--- src/rtl/cdt_pkg.sv ---
package cdt_pkg;

    typedef enum logic [2:0] {
        ST_OFF    = 3'd0,
        ST_GAP_HI = 3'd1,
        ST_HI_ON  = 3'd2,
        ST_GAP_LO = 3'd3,
        ST_LO_ON  = 3'd4
    } cdt_state_e;

endpackage

--- src/rtl/cdt_code_decode.sv ---
module cdt_code_decode #(
    parameter int CODE_W = 8,
    parameter int CNT_W  = 12
) (
    input  logic [CODE_W-1:0] code,
    output logic [CNT_W-1:0]  ticks
);
    // Mantissa widths of the linear and the three scaled ranges
    localparam int LIN_W = CODE_W - 1;
    localparam int MID_W = CODE_W - 2;
    localparam int TOP_W = CODE_W - 3;

    logic [MID_W:0] mid_mant;
    logic [TOP_W:0] top_mant;

    assign mid_mant = {1'b1, code[MID_W-1:0]};
    assign top_mant = {1'b1, code[TOP_W-1:0]};

    always_comb begin
        unique casez (code[CODE_W-1 -: 3])
            3'b0??:  ticks = CNT_W'(code[LIN_W-1:0]);
            3'b10?:  ticks = CNT_W'({mid_mant, 1'b0});
            3'b110:  ticks = CNT_W'({top_mant, 3'b000});
            default: ticks = CNT_W'({top_mant, 4'b0000});
        endcase
    end

endmodule

--- src/rtl/cdt_tick_counter.sv ---
module cdt_tick_counter #(
    parameter int CNT_W = 12
) (
    input  logic             clk,
    input  logic             rst_n,
    input  logic             load,
    input  logic [CNT_W-1:0] load_val,
    input  logic             tick,
    output logic             expire
);
    localparam logic [CNT_W-1:0] ONE = CNT_W'(1);

    logic [CNT_W-1:0] remain;

    always_ff @(posedge clk or negedge rst_n) begin
        if (!rst_n) begin
            remain <= '0;
        end else if (load) begin
            remain <= load_val;
        end else if (tick && remain != '0) begin
            remain <= remain - ONE;
        end
    end

    assign expire = tick && (remain == ONE);

endmodule

--- src/rtl/cdt_fsm.sv ---
module cdt_fsm
    import cdt_pkg::*;
(
    input  logic clk,
    input  logic rst_n,
    input  logic ref_in,
    input  logic gap_zero,
    input  logic expire,
    output logic load,
    output logic drv_main,
    output logic drv_comp
);
    cdt_state_e state, state_nx;

    always_ff @(posedge clk or negedge rst_n) begin
        if (!rst_n) begin
            state <= ST_OFF;
        end else begin
            state <= state_nx;
        end
    end

    always_comb begin
        state_nx = state;
        load     = 1'b0;
        unique case (state)
            ST_OFF: begin
                load     = 1'b1;
                state_nx = ref_in ? (gap_zero ? ST_HI_ON : ST_GAP_HI)
                                  : (gap_zero ? ST_LO_ON : ST_GAP_LO);
            end
            ST_GAP_HI: begin
                if (!ref_in) begin
                    load     = 1'b1;
                    state_nx = gap_zero ? ST_LO_ON : ST_GAP_LO;
                end else if (expire) begin
                    state_nx = ST_HI_ON;
                end
            end
            ST_HI_ON: begin
                if (!ref_in) begin
                    load     = 1'b1;
                    state_nx = gap_zero ? ST_LO_ON : ST_GAP_LO;
                end
            end
            ST_GAP_LO: begin
                if (ref_in) begin
                    load     = 1'b1;
                    state_nx = gap_zero ? ST_HI_ON : ST_GAP_HI;
                end else if (expire) begin
                    state_nx = ST_LO_ON;
                end
            end
            ST_LO_ON: begin
                if (ref_in) begin
                    load     = 1'b1;
                    state_nx = gap_zero ? ST_HI_ON : ST_GAP_HI;
                end
            end
            default: state_nx = ST_OFF;
        endcase
    end

    always_comb begin
        drv_main = 1'b0;
        drv_comp = 1'b0;
        unique case (state)
            ST_HI_ON: drv_main = 1'b1;
            ST_LO_ON: drv_comp = 1'b1;
            default: begin
                drv_main = 1'b0;
                drv_comp = 1'b0;
            end
        endcase
    end

endmodule

--- src/rtl/cmpl_deadtime.sv ---
module cmpl_deadtime #(
    parameter int CODE_W = 8,
    parameter int CNT_W  = 12
) (
    input  logic              clk,
    input  logic              rst_n,
    input  logic              tick_en,
    input  logic              ref_in,
    input  logic [CODE_W-1:0] dt_code,
    output logic              drv_main,
    output logic              drv_comp
);
    logic [CNT_W-1:0] gap_ticks;
    logic             gap_zero;
    logic             load;
    logic             expire;

    cdt_code_decode #(.CODE_W(CODE_W), .CNT_W(CNT_W)) u_dec (
        .code  (dt_code),
        .ticks (gap_ticks)
    );

    assign gap_zero = (gap_ticks == '0);

    cdt_tick_counter #(.CNT_W(CNT_W)) u_cnt (
        .clk      (clk),
        .rst_n    (rst_n),
        .load     (load),
        .load_val (gap_ticks),
        .tick     (tick_en),
        .expire   (expire)
    );

    cdt_fsm u_fsm (
        .clk      (clk),
        .rst_n    (rst_n),
        .ref_in   (ref_in),
        .gap_zero (gap_zero),
        .expire   (expire),
        .load     (load),
        .drv_main (drv_main),
        .drv_comp (drv_comp)
    );

endmodule

--- config.mk ---
export PLATFORM = sky130hd
export DESIGN_NAME = cmpl_deadtime
export DESIGN_NICKNAME = d
export VERILOG_FILES = /design/src/rtl/cdt_pkg.sv /design/src/rtl/cdt_code_decode.sv /design/src/rtl/cdt_tick_counter.sv /design/src/rtl/cdt_fsm.sv /design/src/rtl/cmpl_deadtime.sv
export SDC_FILE = /design/constraint.sdc
export NUM_CORES = 1
export LEC_CHECK = 0
export BUFFER_PORTS_ARGS = -buffer_cell sky130_fd_sc_hd__buf_4
export CAP_MARGIN = 25
export CORE_ASPECT_RATIO = 1.2
export CORE_MARGIN = 2
export CORE_UTILIZATION = 28
export CTS_CLUSTER_DIAMETER = 30
export DETAILED_ROUTE_END_ITERATION = 6
export PLACE_DENSITY_LB_ADDON = 0.05
export SYNTH_ARGS = -nofsm -noshare
export SYNTH_HDL_FRONTEND = slang
export SYNTH_SLANG_ARGS = --single-unit
--- constraint.sdc ---
create_clock -name clk -period 1.8 [get_ports clk]
set_clock_uncertainty 0.1 [all_clocks]
set_input_delay 0.09 -clock clk [delete_from_list [all_inputs] [get_ports clk]]
set_output_delay 0.09 -clock clk [all_outputs]
set_load 0.01 [all_outputs]
==> results.cfg, run 1 <==
[setup_path]
rr_startpoint = u_cnt.remain[4]$_DFFE_PN0P_
end_kind = flip-flop
rrSetupSlack_ps = -10
startpoint_type = flip-flop
crit_fanout = 4
r2r_end = u_cnt.remain[5]$_DFFE_PN0P_
arrival_ps = 1900
crit_end = u_cnt.remain[5]$_DFFE_PN0P_
crit_type = reg2reg
worstRegToRegCells = 4
cp.required_ps = 1890
startpoint = u_cnt.remain[4]$_DFFE_PN0P_

[power_and_ir_drop]
ir_worst_vdd_uv = 758
leakage_nw = 0.793
power_density_mw_per_mm2 = 1350

[layout]
nFillCells = 486
syn2layout_area_growth_pct = 44.8
antenna_cells_inserted = 0
nNetsFinal = 215
drive_gt1_share_pct = 43.4
stdcell_count = 254
design_area_mm2 = 0.00194

[sta]
setup_viol = 1
fmax_mhz = 551
hold_viol_final = 0
finalCriticalPeriod_ps = 1810
setup_tns_ps = -13.8
slew_violations = 0
setup_ws_ps = -13.8
rsz0062_at_grt = true
max_slew_margin_pct = 76.4
period_share_pct = 101
worst_slew_pin_slew_ps = 352

[synthesis]
ys_warn_count = 0
ys_top_cells_by_area = dfrtp_1, ha_1, mux2i_1
synthTopCellsByCount = dfrtp_1, a21oi_1, o21ai_1
synth.distinct_cells = 55
synth_area_per_cell_um2 = 8.83
synth_edf_count = 0
synth_fp_nets = 170
ys_async_sr_fraction_pct = 100
syn_area_mm2 = 0.00134
synth.most_common_cell = dfrtp_1
yosysTopAreaCellShare_pct = 28.0
yosysTopAreaCell = dfrtp_1
synth_ff_type = dfrtp_1
ys_seq_area_share_pct = 28.0
yosys_register_bits = 15
synthCells = 152

[route]
via_per_inst = 5.17
routed_wl_um = 3680
drt_iter0_markers = 90
ant_nets = 0
drc = 0
wl_per_cell_um = 14.5
drtPass1Iterations = 4
vias = 1313

[global_route]
grt_pass1_wl_um = 6130
grt.total_usage_pct = 14.8
grt_pass1_vias = 1309
antenna_found_initial = 0
gr-total-overflow = 0
grt_start_max_net_pins = 16

[clocking]
path_clk_slew_ps = 60
clk_latency_ps = 250
cts_sinks = 15
numCtsBuffers = 3
cts_tree = done
clock_path_buffers = 2
cts-root-buf = clkbuf_8
htree_levels = 1

[floorplanning]
die-width_um = 67.2
initial_utilization_pct = 29.2
row_count = 27
top_level_ports = 14
die_area_mm2 = 0.00537
core-area_mm2 = 0.00459
dieHeight_um = 79.9

[status]
violations = negative setup slack
status = complete, but fails checks

[job]
max_cap_violations = 0

[placement]
gp_congestion = 0.813
placed_area_mm2 = 0.00174
dp_slack_ps = -301
dp_hpwl_um = 2880
dp_cells = 248
numPortBuffers = 13

[worst_hold_path]
hold_class = in2async
==> worst min-delay path by stage <==
stage,startpoint,endpoint,depth (start not counted)
after CTS,dt_code[3],u_cnt.remain[3]$_DFFE_PN0P_,4
final,rst_n,u_fsm.state[1]$_DFFE_PN0P_,2
after global routing,rst_n,u_fsm.state[1]$_DFFE_PN0P_,2
after detailed placement,rst_n,u_cnt.remain[11]$_DFFE_PN0P_,1
after global placement,rst_n,u_fsm.state[2]$_DFFE_PN0P_,1
after floorplan,rst_n,u_cnt.remain[0]$_DFFE_PN0P_,0
==> cells in the final DEF (no fill, tap or decap), types with 4 or more instances in the layout <==
cell type  synthesis  routed
or4_4              1       4
dfrtp_1           15      14
nand2_1            7       7
buf_4              0      43
o21ai_1            9       9
nand3b_1           4       4
a21oi_1            9       9
nand2b_1           6       6
inv_1              7       5
mux2i_1            7       7
buf_6              1       4
==> worst max-delay path, cell delays in order, from the launching register on <==
cell and delay, ps:
dfrtp_1 440, or3_4 430, or4_1 430, o21ai_1 190, mux2_2 170
==> routing by layer <==
metal,global-route usage [%],share of wire [%],up-vias
li1,-,-,668
met1,18.0,45,630
met2,26.5,52,13
met3,3.39,2.8,2
met4,1.84,0.68,0
met5,0,0,-
==> layout make-up <==
| type | instances | area, um^2 | area share, % |
|---|---|---|---|
| multi-input cells | 120 | 1030 | 53.2 |
| repair buffers | 48 | 378 | 19.4 |
| flip-flops and latches | 15 | 377 | 19.4 |
| clock buffers | 4 | 45.0 | 2.32 |
| well taps | 58 | 72.6 | 3.73 |
| inverters | 9 | 38.8 | 1.99 |
==> state kept, by name, indices dropped and copies added (netlist names) <==
signal	flops
u_cnt.remain	12
u_fsm.state	3
==> power breakdown <==
group          switching, mW  leakage [nW]  internal (mW)
combinational          0.806         0.585          0.870
sequential             0.181         0.185          0.486
clock                  0.115        0.0228          0.157
total                   1.10         0.793           1.51
==> stage by stage <==
stage | utilization, % | hold WS (ps) | power, mW
3_3_place_gp | 37.9 | -138 | 2.10
5_1_grt | 42.3 | 154 | 2.84
6_report | 42.3 | 128 | 2.62
3_5_place_dp | 37.9 | -139 | 2.10
4_1_cts | 40.2 | 125 | 2.46
2_1_floorplan | - | -306 | 1.47
==> timing repair <==
item                                   CTS  global route
endpoints found under the hold margin   15             0
setup endpoints to repair                6            15
pin swaps                                1             7
buffers inserted                         1             0
gates resized for setup                 10            21
hold buffers                             1             0
==> kinds of logic after synthesis <==
logic type / Yosys count / share of synthesized area [%]
multiplexers: 11 / 8.57
AND/OR/NAND/NOR: 54 / 26.7
XOR/XNOR: 5 / 3.26
buffers and inverters: 17 / 5.78
AO/OA/AOI/OAI: 44 / 22.1
flip-flops: 15 / 28.0
adder cells (fa/ha/maj): 6 / 5.59
No activity file was read; power rests on OpenSTA's default activity.
==> inputs of run 2 (changes only) <==
CORE_UTILIZATION = 52   (was 28)
CTS_CLUSTER_SIZE = 20   (was unset)
==> results.cfg, run 2 (synthesized netlist as in run 1, its figures left out) <==
[status]
status = completed

[layout]
fin_util_pct = 74.1
syn2layout_area_growth_pct = 38.1
nNetsFinal = 209
largestRegisters = u_cnt.remain x12, u_fsm.state x3
nFillCells = 189
final_cell_mix = buf_4, dfrtp_1, o21ai_1, a21oi_1
layout_commonest_cell = buf_4
antenna_cells_inserted = 0
drive_gt1_share_pct = 42.1
largest_register = u_cnt.remain
largest_reg_flops = 12

[job]
max_cap_violations = 0

[route]
ant_nets = 0
drt_iter0_markers = 34
drc = 0
wl_per_cell_um = 15.6
drtPass1Iterations = 4
vias = 1344
via_per_inst = 6.03
routed_wl_um = 3470

[placement]
gp_congestion = 0.891
numPortBuffers = 13
dp_hpwl_um = 2460

[worst_hold_path]
hold_class = in2reg

[setup_path]
startpoint_type = primary input
crit_fanout = 4
end_kind = flip-flop
crit_type = in2reg
arrival_ps = 1860
cp.required_ps = 1870

[floorplanning]
top_level_ports = 14
initial_utilization_pct = 53.7
core-area_mm2 = 0.00250
row_count = 20
die_area_mm2 = 0.00301
die-width_um = 50.4
dieHeight_um = 59.7

[sta]
worst_slew_pin_slew_ps = 335
setup_tns_ps = 0
setup_viol = 0
hold_viol_final = 0
max_slew_margin_pct = 77.5
fmax_mhz = 557
slew_violations = 0
finalCriticalPeriod_ps = 1800
timing.hold.ws_ps = 70.4
period_share_pct = 99.8
rsz0062_at_grt = true

[clocking]
path_clk_slew_ps = 90
clk_latency_ps = 280
cts_tree = done
cts-root-buf = clkbuf_4
numCtsBuffers = 3
cts_sinks = 15
clock_path_buffers = 2
htree_levels = 1

[global_route]
grt_start_max_net_pins = 16
grt_pass1_wl_um = 5710
gr-total-overflow = 0
antenna_found_initial = 0
grt.total_usage_pct = 24.9
grt_pass1_vias = 1291

[power_and_ir_drop]
power_mw = 2.53
leakage_nw = 0.771
power_density_mw_per_mm2 = 1370
ir_worst_vdd_uv = 1200
run 2: cell count changes in the layout (fill, tap and decap cells not counted), sizes merged:
cell  change
buf       -6
run 2: timing repair:
item                                    4_1_cts  5_1_grt
pin swaps                                     2       10
hold buffers                                  1        0
buffers inserted                              0        1
gates resized for setup                       2       29
endpoints found under the setup margin        2       11
endpoints found under the hold margin        15        0
run 2: cell type report:
class,instances,area (um^2),share of cell area [%]
Multi-Input combinational cell,120,1040,56.2
Sequential cell,15,377,20.3
Clock buffer,4,26.3,1.42
Tap cell,33,41.3,2.23
Timing Repair Buffer,42,329,17.7
Inverter,9,38.8,2.09
run 2: power by group:
group          internal (mW)  switching, mW
sequential             0.484          0.200
clock                 0.0861          0.112
combinational          0.837          0.812
total                   1.41           1.12
run 2: worst max-delay path, stage by stage:
cell,delay (ps)
buf_6,90
or4_4,520
or2_4,300
ha_4,220
nor2b_4,120
a211o_1,240
a22oi_2,170
o311ai_2,120
run 2: through the flow:
stage               setup WS [ps]  cells  area (um^2)
floorplan                    -113    152         1360
global placement             -263    217         1660
detailed placement           -316    217         1660
CTS                          7.18    222         1710
global route                -22.4    223         1850
finish                       4.19    223         1850
run 2: final timing paths:
check,startpoint,endpoint,slack (ps),cells after the start
max,dt_code[1],u_fsm.state[1]$_DFFE_PN0P_,4,8
min,dt_code[3],u_cnt.remain[3]$_DFFE_PN0P_,70,4
max reg2reg,u_cnt.remain[4]$_DFFE_PN0P_,u_cnt.remain[5]$_DFFE_PN0P_,40,4
min reg2reg,u_fsm.state[1]$_DFFE_PN0P_,u_fsm.state[2]$_DFFE_PN0P_,510,1
max in group asynchronous,rst_n,u_cnt.remain[4]$_DFFE_PN0P_,1320,2
min in group asynchronous,rst_n,u_cnt.remain[9]$_DFFE_PN0P_,90,2
run 2: routing by layer:
metal | GRT usage (%) | wire length (um) | vias to the layer above
met2 | 43.0 | 1790 | 24
met1 | 31.7 | 1520 | 651
li1 | - | - | 659
met5 | 0 | 0 | -
met4 | 8.11 | 83 | 0
met3 | 4.25 | 75 | 10
==> inputs of run 3 (changes only) <==
PLACE_DENSITY = 0.79   (was unset)
PLACE_DENSITY_LB_ADDON = unset   (was 0.05)
==> results.cfg, run 3 (synthesized netlist as in run 1, its figures left out) <==
[route]
routed_wl_um = 3690
drt_iter0_markers = 53
drtPass1Iterations = 4
vias = 1372
drc = 0
ant_nets = 0
wl_per_cell_um = 16.2
via_per_inst = 6.04

[floorplanning]
row_count = 20
die_area_mm2 = 0.00301
dieHeight_um = 59.7
initial_utilization_pct = 53.7
core-area_mm2 = 0.00250
top_level_ports = 14
die-width_um = 50.4

[layout]
largest_reg_flops = 12
nNetsFinal = 213
antenna_cells_inserted = 0
final_cell_mix = buf_4, dfrtp_1, o21ai_1
layout_commonest_cell = buf_4
largestRegisters = u_cnt.remain x12, u_fsm.state x3
largest_register = u_cnt.remain
drive_gt1_share_pct = 41.2
syn2layout_area_growth_pct = 38.1

[clocking]
cts_tree = done
clk_latency_ps = 290
htree_levels = 1
path_clk_slew_ps = 90
cts_sinks = 15
cts-root-buf = clkbuf_4
clock_path_buffers = 2
numCtsBuffers = 3

[global_route]
grt_pass1_wl_um = 5820
gr-total-overflow = 0
antenna_found_initial = 0
grt_pass1_vias = 1330
grt.total_usage_pct = 25.3
grt_start_max_net_pins = 16

[sta]
timing.hold.ws_ps = 66.9
finalCriticalPeriod_ps = 1800
hold_viol_final = 0
rsz0062_at_grt = true
worst_slew_pin_slew_ps = 399
slew_violations = 0
setup_viol = 0
max_slew_margin_pct = 73.2
fmax_mhz = 557
period_share_pct = 99.8

[job]
max_cap_violations = 0

[power_and_ir_drop]
combinationalPowerShare_pct = 67.4
leakage_nw = 0.770
p_seq_share_pct = 25.2
internal-power_mw = 1.44
ir_worst_vdd_uv = 781
power_density_mw_per_mm2 = 1410
switching_share_pct = 44.7
clockPowerShare_pct = 7.4
switchingPower_mw = 1.17
power_mw = 2.61

[placement]
gp_congestion = 0.899
numPortBuffers = 13
dp_hpwl_um = 2620

[setup_path]
cp.required_ps = 1880
end_kind = flip-flop
worstRegToRegCells = 4
r2r_end = u_cnt.remain[6]$_DFFE_PN0P_
crit_fanout = 3
startpoint_type = flip-flop
rrSetupSlack_ps = 4
rr_startpoint = u_cnt.remain[8]$_DFFE_PN0P_
arrival_ps = 1870
crit_type = reg2reg

[status]
status = completed

[worst_hold_path]
hold_class = in2async
## run 3: final cells by class
class | count | area, um^2
multi-input combinational | 121 | 1030
inverter | 9 | 38.8
sequential | 15 | 375
clock inverter | 1 | 5.00
fill | 188 | 648
timing repair buffer | 45 | 344
clock buffer | 3 | 22.5
tap | 33 | 41.3
## run 3: per-stage QoR
| stage | setup slack, ps | instances | utilization [%] | setup TNS [ps] | instance area (um^2) |
|---|---|---|---|---|---|
| 2_1_floorplan | -113 | 152 | - | -130 | 1360 |
| 4_1_cts | -0.309 | 224 | 70.0 | -0.309 | 1750 |
| 3_3_place_gp | -262 | 219 | 67.1 | -544 | 1680 |
| 5_1_grt | -80.7 | 227 | 74.1 | -309 | 1850 |
| 6_report | 4.00 | 227 | 74.1 | 0 | 1850 |
| 3_5_place_dp | -309 | 219 | 67.1 | -839 | 1680 |
## run 3: critical path: stages (launching register included)
cell       delay (ps)
dfrtp_1           420
or4_4             600
o2111ai_2         180
o21ai_1           100
mux2_2            280
## run 3: timing repair
action | CTS | global route
endpoints found under the hold margin | 15 | 0
cloned | 0 | 1
hold buffers | 1 | 0
pin swaps | 2 | 5
buffers inserted | 0 | 2
endpoints found under the setup margin | 9 | 12
resized for setup | 8 | 15
## run 3: power by group through the flow
| stage | sequential [mW] | combinational [mW] | clock, mW |
|---|---|---|---|
| final | 0.656 | 1.76 | 0.193 |
| after global routing | 0.677 | 1.89 | 0.204 |
| after CTS | 0.629 | 1.50 | 0.191 |
| after detailed placement | 0.631 | 1.41 | 0 |
| after global placement | 0.614 | 1.35 | 0 |
| after floorplan | 0.630 | 0.843 | 0 |
## run 3: how the worst max path moves through the flow
stage                                     start                           to  slack [ps]  cells past startpoint
global placement                     dt_code[1]   u_fsm.state[1]$_DFFE_PN0P_        -260                      8
floorplan                            dt_code[1]   u_fsm.state[1]$_DFFE_PN0P_        -110                      7
CTS                                  dt_code[1]   u_fsm.state[1]$_DFFE_PN0P_        -0.3                      8
global route        u_cnt.remain[8]$_DFFE_PN0P_   u_fsm.state[1]$_DFFE_PN0P_         -80                      5
detailed placement                   dt_code[1]   u_fsm.state[1]$_DFFE_PN0P_        -310                      8
finish              u_cnt.remain[8]$_DFFE_PN0P_  u_cnt.remain[6]$_DFFE_PN0P_           4                      4
## run 3: metal layers
metal / routed length, um / track usage (%) / vias to the layer above
met5: 0 / 0 / -
met4: 70 / 8.88 / 0
met3: 76 / 2.50 / 6
met2: 1950 / 47.4 / 27
met1: 1600 / 30.0 / 670
li1: - / - / 669
